## src/rtl/disp_regwin_pkg.sv

```systemverilog
package disp_regwin_pkg;

    localparam int LEG_BASE  = 'h400;
    localparam int LEG_SPAN  = 'h20;
    localparam int EXT_BASE  = 'h500;
    localparam int EXT_SPAN  = 'h16;
    localparam int XB_BASE   = 'h600;
    localparam int XB_SPAN   = 8;
    localparam logic [15:0] PORT_BASE = 16'h03C0;
    localparam logic [31:0] ORDER_BIG = 32'hBEBE_BEBE;
    localparam logic [31:0] ORDER_LIT = 32'h1E1E_1E1E;

    typedef enum logic [1:0] {WIN_NONE, WIN_LEG, WIN_EXT, WIN_XB} win_e;
    typedef enum logic [1:0] {ST_IDLE, ST_LEG, ST_EXT, ST_DONE} st_e;

    typedef struct packed {
        win_e       win;
        logic [7:0] off;
    } hit_t;

    function automatic logic [1:0] last_byte(input logic [1:0] sz);
        case (sz)
            2'd0:    return 2'd0;
            2'd1:    return 2'd1;
            default: return 2'd3;
        endcase
    endfunction

endpackage

```

## src/rtl/disp_regwin_decode.sv

```systemverilog
module disp_regwin_decode
    import disp_regwin_pkg::*;
#(
    parameter int ADDR_W = 12,
    parameter bit XB_EN  = 1'b1
) (
    input  logic [ADDR_W-1:0] addr,
    output hit_t              hit
);
    localparam logic [ADDR_W-1:0] L_LO = ADDR_W'(LEG_BASE);
    localparam logic [ADDR_W-1:0] L_HI = ADDR_W'(LEG_BASE + LEG_SPAN);
    localparam logic [ADDR_W-1:0] E_LO = ADDR_W'(EXT_BASE);
    localparam logic [ADDR_W-1:0] E_HI = ADDR_W'(EXT_BASE + EXT_SPAN);
    localparam logic [ADDR_W-1:0] X_LO = ADDR_W'(XB_BASE);
    localparam logic [ADDR_W-1:0] X_HI = ADDR_W'(XB_BASE + XB_SPAN);

    always_comb begin
        hit.win = WIN_NONE;
        hit.off = 8'd0;
        if (addr >= L_LO && addr < L_HI) begin
            hit.win = WIN_LEG;
            hit.off = 8'(addr - L_LO);
        end else if (addr >= E_LO && addr < E_HI) begin
            hit.win = WIN_EXT;
            hit.off = 8'(addr - E_LO);
        end else if (XB_EN && addr >= X_LO && addr < X_HI) begin
            hit.win = WIN_XB;
            hit.off = 8'(addr - X_LO);
        end
    end
endmodule

```

## src/rtl/disp_regwin_xbank.sv

```systemverilog
module disp_regwin_xbank
    import disp_regwin_pkg::*;
(
    input  logic        clk,
    input  logic        rst,
    input  logic        acc,
    input  logic        wr,
    input  logic [2:0]  off,
    input  logic [31:0] wdata,
    output logic [31:0] rdata,
    output logic        big_end
);
    always_ff @(posedge clk) begin
        if (rst) begin
            big_end <= 1'b0;
        end else if (acc && wr && off == 3'd4) begin
            if (wdata == ORDER_BIG)
                big_end <= 1'b1;
            else if (wdata == ORDER_LIT)
                big_end <= 1'b0;
        end
    end

    always_comb begin
        case (off)
            3'd0:    rdata = 32'(XB_SPAN);
            3'd4:    rdata = big_end ? ORDER_BIG : ORDER_LIT;
            default: rdata = 32'd0;
        endcase
    end
endmodule

```

## src/rtl/disp_regwin.sv

```systemverilog
module disp_regwin
    import disp_regwin_pkg::*;
#(
    parameter int ADDR_W = 12,
    parameter bit XB_EN  = 1'b1
) (
    input  logic              clk,
    input  logic              rst,
    input  logic              req_valid,
    input  logic              req_write,
    input  logic [ADDR_W-1:0] req_addr,
    input  logic [1:0]        req_size,
    input  logic [31:0]       req_wdata,
    output logic              req_ready,
    output logic              resp_valid,
    output logic [31:0]       resp_rdata,
    output logic              port_rd,
    output logic              port_wr,
    output logic [15:0]       port_addr,
    output logic [7:0]        port_wdata,
    input  logic [7:0]        port_rdata,
    output logic              xreg_rd,
    output logic              xreg_wr,
    output logic [15:0]       xreg_index,
    output logic [15:0]       xreg_wdata,
    input  logic [15:0]       xreg_rdata,
    output logic              big_endian_fb,
    output logic [7:0]        revision
);
    st_e         st;
    hit_t        hit;
    logic        wr_q;
    logic [31:0] wbuf;
    logic [31:0] rbuf;
    logic [15:0] pbase;
    logic [1:0]  bidx;
    logic [1:0]  blast;
    logic [15:0] xidx;
    logic        accept;
    logic        xb_acc;
    logic [31:0] xb_rdata;

    assign accept = req_valid && req_ready;
    assign xb_acc = accept && hit.win == WIN_XB && req_size[1];

    disp_regwin_decode #(.ADDR_W(ADDR_W), .XB_EN(XB_EN)) u_dec (
        .addr (req_addr),
        .hit  (hit)
    );

    generate
        if (XB_EN) begin : g_xb
            disp_regwin_xbank u_xb (
                .clk     (clk),
                .rst     (rst),
                .acc     (xb_acc),
                .wr      (req_write),
                .off     (hit.off[2:0]),
                .wdata   (req_wdata),
                .rdata   (xb_rdata),
                .big_end (big_endian_fb)
            );
            assign revision = 8'd2;
        end else begin : g_no_xb
            assign xb_rdata      = 32'd0;
            assign big_endian_fb = 1'b0;
            assign revision      = 8'd1;
        end
    endgenerate

    always_ff @(posedge clk) begin
        if (rst) begin
            st    <= ST_IDLE;
            wr_q  <= 1'b0;
            wbuf  <= 32'd0;
            rbuf  <= 32'd0;
            pbase <= 16'd0;
            bidx  <= 2'd0;
            blast <= 2'd0;
            xidx  <= 16'd0;
        end else begin
            case (st)
                ST_IDLE: if (accept) begin
                    wr_q  <= req_write;
                    wbuf  <= req_wdata;
                    bidx  <= 2'd0;
                    blast <= last_byte(req_size);
                    pbase <= PORT_BASE + 16'(hit.off);
                    rbuf  <= (xb_acc && !req_write) ? xb_rdata : 32'd0;
                    case (hit.win)
                        WIN_LEG: st <= ST_LEG;
                        WIN_EXT: begin
                            st   <= ST_EXT;
                            xidx <= 16'(hit.off >> 1);
                        end
                        default: st <= ST_DONE;
                    endcase
                end
                ST_LEG: begin
                    if (!wr_q)
                        rbuf[{bidx, 3'b000} +: 8] <= port_rdata;
                    if (bidx == blast)
                        st <= ST_DONE;
                    else
                        bidx <= bidx + 2'd1;
                end
                ST_EXT: begin
                    if (!wr_q)
                        rbuf[15:0] <= xreg_rdata;
                    st <= ST_DONE;
                end
                default: st <= ST_IDLE;
            endcase
        end
    end

    assign req_ready  = (st == ST_IDLE);
    assign resp_valid = (st == ST_DONE);
    assign resp_rdata = rbuf;
    assign port_rd    = (st == ST_LEG) && !wr_q;
    assign port_wr    = (st == ST_LEG) && wr_q;
    assign port_addr  = pbase + 16'(bidx);
    assign port_wdata = wbuf[{bidx, 3'b000} +: 8];
    assign xreg_rd    = (st == ST_EXT) && !wr_q;
    assign xreg_wr    = (st == ST_EXT) && wr_q;
    assign xreg_index = xidx;
    assign xreg_wdata = wbuf[15:0];
endmodule

```

## config.mk

```make
export PLATFORM = sky130hd
export DESIGN_NAME = disp_regwin
export DESIGN_NICKNAME = d
export VERILOG_FILES = /design/src/rtl/disp_regwin_pkg.sv /design/src/rtl/disp_regwin_decode.sv /design/src/rtl/disp_regwin_xbank.sv /design/src/rtl/disp_regwin.sv
export SDC_FILE = /design/constraint.sdc
export NUM_CORES = 1
export LEC_CHECK = 0
export BUFFER_PORTS_ARGS = -buffer_cell sky130_fd_sc_hd__buf_2
export CORE_ASPECT_RATIO = 1.75
export CORE_MARGIN = 8
export CORE_UTILIZATION = 50
export CTS_CLUSTER_DIAMETER = 40
export CTS_CLUSTER_SIZE = 16
export DETAILED_ROUTE_END_ITERATION = 10
export GPL_TIMING_DRIVEN = 0
export PLACE_DENSITY = 0.85
export SLEW_MARGIN = 20
export SYNTH_ARGS = -nofsm -noshare
export SYNTH_HDL_FRONTEND = slang
export SYNTH_SLANG_ARGS = --single-unit
```

## constraint.sdc

```tcl
create_clock -name clk -period 3.2 [get_ports clk]
set_input_delay 0.16 -clock clk [delete_from_list [all_inputs] [get_ports clk]]
set_output_delay 0.16 -clock clk [all_outputs]
set_load 0.02 [all_outputs]
```

# After elaboration in Yosys (flattened, before gate mapping)
# Cells that the tools add are included.
[totals]
reg_bits = 95
inputBits = 74
out_inout_bits = 103
elab_cells = 92
[op_classes]
n_addsub = 7
order_cmp = 6
eq_ne = 16
shifts = 3
muxes = 22
n_reduce_logical = 28
[ops]
columns = ["cell", "n"]
rows = [
  ["32-bit two-way mux", 4],
  ["32-bit case mux with 2 select lines", 1],
  ["16-bit case mux with 3 select lines", 1],
  ["12-bit by 11-bit greater-or-equal comparator with 1-bit output, second input constant", 3],
  ["12-bit by 11-bit < comparator with 1-bit output, second input constant", 3],
  ["32-bit bitwise mux", 1],
  ["32-bit by 29-bit equality test with 1-bit output, second input constant", 1],
  ["32-bit equality test, second input constant", 1],
  ["16-bit case mux with 2 select lines", 1],
  ["8-bit by 7-bit variable shift with 32-bit output, first input constant", 1],
  ["32-bit by 6-bit indexed part select with 8-bit output", 1],
  ["8-bit by 7-bit indexed part select with 32-bit output", 1],
  ["10-bit two-way mux", 3],
  ["8-bit by 1-bit subtractor with 8-bit output, second input constant", 3],
  ["16-bit by 2-bit adder with 16-bit output", 1],
  ["16-bit two-way mux", 1],
  ["1-bit logical AND", 13],
  ["2-bit case mux with 2 select lines", 3],
  ["10-bit by 8-bit adder with 11-bit output, first input constant", 1],
  ["3-bit AND reduction", 3],
  ["2-bit equality test, second input constant", 4],
  ["2-bit two-way mux", 4],
  ["2-bit inequality test, second input constant", 4],
  ["5-bit negation with 7-bit output", 1],
  ["other kinds (14)", 22],
]

# Longest topological paths before layout
# Gate-level depths: netlist of the first run.
[depth]
ltp_word = 12
ltp_mapped = 10
ltp_nobuf = 7

# Hierarchy
# From an unflattened synthesis of the first run, not the netlist that was laid out.
[unflattened]
cells_unflattened = 657
hier_area_um2 = 5217.5
[modules_own_cells]
columns = ["mod", "instances", "cells_each", "area_per_inst_um2", "seq_area_each_um2"]
rows = [
  ["disp_regwin", 1, 583, 4655.7, 1761.7],
  ["disp_regwin_xbank", 1, 52, 412.9, 20.0],
  ["disp_regwin_decode", 1, 22, 148.9, 0.0],
]

# Worst setup path before layout of the first run
# No wires, ideal clock.
[synth_timing]
kind = "register -> output"
from = "reg bidx[1]"
to = "out port_addr[10]"
arrival_time_ns = 2.245
required_time_ns = 3.040
setup_slack_ns = 0.795
stages_incl_launch_ff = 8
path_buffers = 1
path_cell_list = "dfxtp_1 > clkbuf_1 > inv_1 > fa_1 > nor2b_1 > nand4_1 > nor3_1 > xor2_1"
[synth_via]
elab_chain_cells = 1
[synth_rtl]
columns = ["item", "line", "source"]
rows = [
  ["from (decl)", "disp_regwin.sv:36", "logic [1:0] bidx;"],
  ["from (signal assigned)", "disp_regwin.sv:105", "bidx <= bidx + 2'd1;"],
  ["16-bit by 2-bit adder with 16-bit output", "disp_regwin.sv:122", "assign port_addr = pbase + 16'(bidx);"],
  ["to (decl)", "disp_regwin.sv:19", "output logic [15:0] port_addr,"],
]
# No other way between the ends.

# Worst setup path after layout of the first run
# Ends and elaborated chain as after synthesis.

==> flow_summary.ini, run 1 <==
[outcome]
run_status = completed

[floorplanning]
floorplan.die.height_um = 146
core_footprint_sq_um = 9470
die_area_sq_um = 13300
std_cell_rows = 47
floorplan.initialDensity = 0.513
floorplan.io_pins = 177
fp.dieW_um = 90.5

[global_routing]
grt_pass1_wl_mm = 26.6
initial_antenna_violation_count = 0
gr-usage-all-layers = 0.248
overflow = 0
maximum_number_of_pins_on_one_net_before_global_route_repair = 18
grt_pass1_vias = 5473

[sta]
timing.final.hold_violations = 0
layout_worst_path_cycle_share = 0.905
timing.setup.tns_ns = 0
max_freq_mhz = 345
maxSlewHeadroom = 0.421
worst_pin_slew_ns = 0.862
setup_viol = 0
slew_violations = 0
finalClockSkew_ns = 0.00591
layout_min_cycle_time_ns = 2.90
setup_repair_after_global_routing_missed_its_margin = no

[critical_path]
worst_path_max_delay_cell = sky130_fd_sc_hd__fa_1
path_cells = clkbuf_2 -> inv_1 -> fa_1 -> nor2b_1 -> nand4_1 -> nor3_1 -> xor2_1 -> buf_2
cp-end-kind = output pin
critPathMaxFanout = 10
critPathRequiredTime_ns = 3.04
worst_setup_path_start_kind = flop
worst_setup_path_type = reg -> out
critical-path-max-stage-delay_ns = 0.47
critical_path_arrival_ns = 2.74

[detailed_routing]
totalWireLength_mm = 16.7
avgViaCountPerCell = 5.71
drt_first_iter_violations = 328
detail_route.wl_per_cell_um = 18.4
remaining_drc_errors = 0
ant_nets = 0
first_pass_iters = 5
detailroute.via_count = 5181

[power]
power_density_nw_per_um2 = 670
vdd_drop_max_v = 0.000471
p_leak_nw = 2.73

[logic_synthesis]
synth_cell_types = 56
ys_top_cells_by_area = sky130_fd_sc_hd__dfxtp_1, sky130_fd_sc_hd__nand2_1, sky130_fd_sc_hd__a21oi_1
synth_cell_area_sq_um = 4860
synth_top_area_cell = sky130_fd_sc_hd__dfxtp_1
synthesis.instances = 595
synth_area_per_cell_sq_um = 8.17
synth_top_area_share = 0.367
yosys_register_bits = 89
edff_count_synth = 0
asyncSetResetFlopFracSynth = 0
synth-main-ff-cell = sky130_fd_sc_hd__dfxtp_1
share_of_synthesized_area_occupied_by_flip_flops_and_latches = 0.367
yosysWarningCount = 0

[clock_tree]
cts_setup_buffers = 0
worst_skew_pair.late_latency_ns = 0.35
cts.sink_count = 89
cts.reportedPaths.clkPinSlew_ns = 0.06
cts_buffers = 9
cts_htree_levels = 3
cts_tree = yes
clk_root_buffer_cell = sky130_fd_sc_hd__clkbuf_16
cts_max_path_buffers = 2

[layout]
layout.cells.non_filler = 908
register_area_sq_um = 1780
synthToLayoutAreaGrowth_pct = 27.0
fin_nets = 869
layout_cell_share_with_drive_strength_beyond_1 = 0.291
layout_commonest_cell = sky130_fd_sc_hd__buf_2
final_cell_mix = sky130_fd_sc_hd__buf_2, sky130_fd_sc_hd__nand2_1, sky130_fd_sc_hd__dfxtp_1
area_occupied_by_multi_input_gates_sq_um = 2700
n_antenna_cell = 0
fill_cells = 840

[placement]
post-place-cells = 892
gp_routability_congestion = 0.875
numPortBuffers = 154
hpwl_mm = 13.3

[worst_hold_path]
hp-class = in -> reg

[run]
drv.max_cap_violation_count = 0
-- power breakdown --
part | switching (W) | total, W | internal [W]
clock | 0.000476 | 0.00109 | 0.000619
sequential | 0.000126 | 0.00140 | 0.00127
combinational | 0.00107 | 0.00164 | 0.000574
-- worst max-delay path: cells and delay by family (launching register included) --
family	cells	cell delay [ns]
simple gates	3	0.62
flops	1	0.43
buf+inv	3	0.71
xor+xnor	1	0.16
fa+ha+maj	1	0.47
-- Yosys cell counts (all sizes together), types with 2 or more instances --
library cell  count
nand2           104
dfxtp            89
a21oi            69
buf              41
clkbuf           30
o21ai            25
nand3            24
nor2             23
a22o             21
a31oi            18
inv              14
ha               13
nand4            11
xnor2             9
mux4              8
nor2b             8
and3              7
nand4b            7
nor3              7
nor3b             7
a21o              5
and2              5
nor4              4
a211oi            3
a31o              3
nand2b            3
nor4b             3
or4               3
a32o              2
and4              2
conb              2
nand3b            2
nand4bb           2
o21a              2
o22ai             2
or2               2
or3b              2
-- per-layer routing --
| metal | routed length (um) | GRT usage | up-vias |
|---|---|---|---|
| li1 | - | - | 2441 |
| met1 | 5670 | 0.233 | 2408 |
| met2 | 8790 | 0.451 | 263 |
| met3 | 1350 | 0.0719 | 69 |
| met4 | 896 | 0.162 | 0 |
| met5 | 0 | 0 | - |
-- per-stage QoR --
stage	cell area [sq um]	hold WS, ns	utilization	power, W	worst slack (ns)
6_report	6170	0.0489	0.652	0.00413	0.304
5_1_grt	6170	0.0609	0.652	0.00435	0.0999
4_1_cts	6170	0.0389	0.652	0.00412	0.296
3_5_place_dp	5860	0.392	0.619	0.00303	0.232
3_3_place_gp	5860	0.400	0.619	0.00298	0.302
2_1_floorplan	4940	0.285	-	0.00251	0.795
-- final timing paths --
path                                      from             end  slack, ns  depth (start not counted)
worst max-delay path                   bidx[1]   port_addr[10]       0.30                          8
worst min-delay path               req_addr[0]        pbase[0]       0.05                          2
worst max register to register         bidx[1]   resp_rdata[1]       0.50                          7
worst min register to register  resp_rdata[30]  resp_rdata[30]       0.45                          2
-- flip-flops by register name, indices dropped and copies added (netlist names) --
register and cells:
bidx 2, blast 2, g_xb.u_xb.big_end 1, pbase 10, resp_rdata 32, st 2
wbuf 32, wr_q 1, xreg_index 7
-- cell families after synthesis --
logic type / synth area share
xor gates and xnor gates: 0.0180
DFF: 0.367
adders and majority gates: 0.0376
other: 0.00155
muxes: 0.0391
buffers and inverters: 0.0942
AOI/OAI and AO/OA: 0.202
and+or+nand+nor: 0.241
-- final cells by class --
type / instances / area share
clock inverters: 7 / 0.0136
inverters: 14 / 0.00851
repair buffers: 154 / 0.125
plain buffers: 71 / 0.0659
flip-flops and latches: 89 / 0.289
multi-input cells: 442 / 0.437
well taps: 122 / 0.0247
clock buffers: 9 / 0.0365
-- repair_timing --
| action | 4_1_cts | 5_1_grt |
|---|---|---|
| gates resized for setup | 1 | 0 |
| setup endpoints to repair | 1 | 0 |
| hold buffers | 0 | 0 |
Note: power is estimated with default switching activity, not from simulation.
==> inputs of run 2 (changes only) <==
--- a/config.mk
+++ b/config.mk
@@ -8,12 +8,12 @@
 export BUFFER_PORTS_ARGS = -buffer_cell sky130_fd_sc_hd__buf_2
 export CORE_ASPECT_RATIO = 1.75
 export CORE_MARGIN = 8
-export CORE_UTILIZATION = 50
+export CORE_UTILIZATION = 45
 export CTS_CLUSTER_DIAMETER = 40
 export CTS_CLUSTER_SIZE = 16
 export DETAILED_ROUTE_END_ITERATION = 10
 export GPL_TIMING_DRIVEN = 0
-export PLACE_DENSITY = 0.85
+export PLACE_DENSITY = 0.81
 export SLEW_MARGIN = 20
 export SYNTH_ARGS = -nofsm -noshare
 export SYNTH_HDL_FRONTEND = slang
==> constraint.sdc (replaced) <==
create_clock -name clk -period 2.4 [get_ports clk]
set_input_delay 0.12 -clock clk [delete_from_list [all_inputs] [get_ports clk]]
set_output_delay 0.12 -clock clk [all_outputs]
set_load 0.02 [all_outputs]
==> run 2 against run 1 <==
Against the previous run:
- setup slack got worse by 0.26 ns
- cell area rose by 2.7%
- register-to-register slack got worse by 0.34 ns
- sequential cell count is the same
==> flow_summary.ini, run 2 (same netlist as run 1, synthesis figures left out) <==
[detailed_routing]
ant_nets = 0
detailroute.via_count = 5192
detail_route.wl_per_cell_um = 18.5
first_pass_iters = 5
totalWireLength_mm = 17.0
remaining_drc_errors = 0
avgViaCountPerCell = 5.63
drt_first_iter_violations = 298

[clock_tree]
cts_tree = yes
cts_htree_levels = 3
cts_max_path_buffers = 2
cts.reportedPaths.clkPinSlew_ns = 0.08
cts_buffers = 9
cts.sink_count = 89
hold_buffers = 0
clk_root_buffer_cell = sky130_fd_sc_hd__clkbuf_16
worst_skew_pair.late_latency_ns = 0.36

[global_routing]
initial_antenna_violation_count = 0
grt_pass1_vias = 5253
maximum_number_of_pins_on_one_net_before_global_route_repair = 20
grt_pass1_wl_mm = 26.1
gr-usage-all-layers = 0.230
overflow = 0

[placement]
numPortBuffers = 154
hpwl_mm = 13.1
gp_routability_congestion = 0.896
placedInstanceArea_sq_um = 5870

[critical_path]
worst_setup_path_start_kind = flop
critical-path-max-stage-delay_ns = 0.39
worst_setup_path_type = reg -> out
r2r.worst_path.cells = 7
cp_common_cell = sky130_fd_sc_hd__buf_4
worstReg2RegEnd = resp_rdata[23]
path_cells = clkbuf_16 -> clkinvlp_4 -> fa_2 -> nor2b_2 -> nand4_1 -> buf_4 -> nor2_4 -> xnor2_2 -> buf_4
regToRegSetupSlack_ns = 0.16
worst-path-buf-inv = 4
worst_r2r_startpoint = bidx[0]
critPathRequiredTime_ns = 2.28
critical_path_arrival_ns = 2.23
cp-end-kind = output pin
worstSetupEndpoint = port_addr[8]
worst-path-stages = 9
worst_path_max_delay_cell = sky130_fd_sc_hd__fa_2
path_delay_family = buffers and inverters
critPathMaxFanout = 4
critical_path.startpoint = bidx[1]

[sta]
layout_worst_path_cycle_share = 0.981
max_freq_mhz = 425
finalClockSkew_ns = 0.00960
setup_viol = 0
worst_pin_slew_ns = 0.654
setup_repair_after_global_routing_missed_its_margin = yes
layout_min_cycle_time_ns = 2.35
timing.final.hold_violations = 0
maxSlewHeadroom = 0.553
slew_violations = 0

[floorplanning]
fp.dieW_um = 94.6
floorplan.initialDensity = 0.457
die_area_sq_um = 14500
std_cell_rows = 50
floorplan.io_pins = 177
core_footprint_sq_um = 10600
floorplan.die.height_um = 153

[power]
p_leak_nw = 2.81
power_density_nw_per_um2 = 871
power_report.internal_total_w = 0.00324
total_switching_power_w = 0.00228
reg_power_frac = 0.338
swShare = 0.414
p_clk_frac = 0.260
comb_power_share = 0.401
vdd_drop_max_v = 0.000541

[layout]
finish.utilization = 0.596
synthToLayoutAreaGrowth_pct = 30.4
final_cell_mix = sky130_fd_sc_hd__buf_2, sky130_fd_sc_hd__nand2_1, sky130_fd_sc_hd__dfxtp_1
fin_nets = 875
postLayoutCellArea_sq_um = 6340
n_antenna_cell = 0
layout_commonest_cell = sky130_fd_sc_hd__buf_2
layout_cell_share_with_drive_strength_beyond_1 = 0.324

[worst_hold_path]
hold_start = req_wdata[20]
hp-class = in -> reg

[outcome]
run_status = completed

[run]
drv.max_cap_violation_count = 0
run 2: cell count changes in the layout (fill, tap and decap cells not counted), moves of 2 or more:
cell | previous run | this run
sky130_fd_sc_hd__buf_4 | 37 | 47
sky130_fd_sc_hd__clkbuf_2 | 1 | 4
sky130_fd_sc_hd__clkbuf_1 | 29 | 22
sky130_fd_sc_hd__dfxtp_2 | 0 | 2
sky130_fd_sc_hd__nor3_1 | 7 | 4
sky130_fd_sc_hd__ha_1 | 13 | 11
sky130_fd_sc_hd__dfxtp_1 | 89 | 86
sky130_fd_sc_hd__nor3_2 | 0 | 3
sky130_fd_sc_hd__inv_8 | 1 | 4
run 2: what timing repair did:
| item | CTS | global route |
|---|---|---|
| resized for setup | 19 | 15 |
| setup endpoints to repair | 45 | 24 |
| pin swaps | 2 | 4 |
| setup buffers | 4 | 4 |
run 2: final cells by class:
cell class                      instances  area [sq um]
Sequential cell                        89          1790
Timing Repair Buffer                  162           836
Tap cell                              130           163
Clock buffer                            9           225
Clock inverter                          7          78.8
Buffer                                 69           427
Multi-Input combinational cell        442          2760
Fill cell                             978          4300
Inverter                               14          56.3
run 2: power groups by stage:
stage | registers (W) | logic [W] | clock network [W]
after floorplan | 0.00196 | 0.00139 | 0
after global placement | 0.00189 | 0.00211 | 0
after detailed placement | 0.00189 | 0.00214 | 0
after CTS | 0.00186 | 0.00218 | 0.00146
after global routing | 0.00189 | 0.00240 | 0.00153
final | 0.00187 | 0.00222 | 0.00144
run 2: worst min-delay path: stages:
cell                      delay [ns]
sky130_fd_sc_hd__buf_2          0.11
sky130_fd_sc_hd__nand2_1        0.05
sky130_fd_sc_hd__a21oi_1        0.05
run 2: worst min-delay path by stage:
stage / to / slack (ns) / cells after the start
after floorplan: pbase[0] / 0.25 / 1
after global placement: wbuf[30] / 0.37 / 3
after detailed placement: wbuf[16] / 0.38 / 3
after CTS: wbuf[20] / 0.005 / 3
after global routing: wbuf[16] / 0.006 / 3
final: wbuf[20] / 0.009 / 3
run 2: routing by layer:
metal  vias to the layer above  track usage  wire length (um)
li1                       2455            -                 -
met3                        65       0.0476              1250
met4                         0        0.149               903
met2                       254        0.413              9120
met1                      2418        0.226              5770
met5                         -            0                 0
run 2: metrics by stage:
step | setup slack, ns | power, W | hold WS [ns] | TNS [ns] | std cells
6_report | 0.0458 | 0.00552 | 0.00876 | 0 | 922
5_1_grt | -0.0339 | 0.00582 | 0.00598 | -0.0793 | 922
4_1_cts | 0.00211 | 0.00549 | 0.00487 | 0 | 919
3_5_place_dp | -0.571 | 0.00404 | 0.378 | -13.72 | 900
3_3_place_gp | -0.483 | 0.00400 | 0.373 | -11.40 | 900
2_1_floorplan | 0.0349 | 0.00335 | 0.245 | 0 | 616
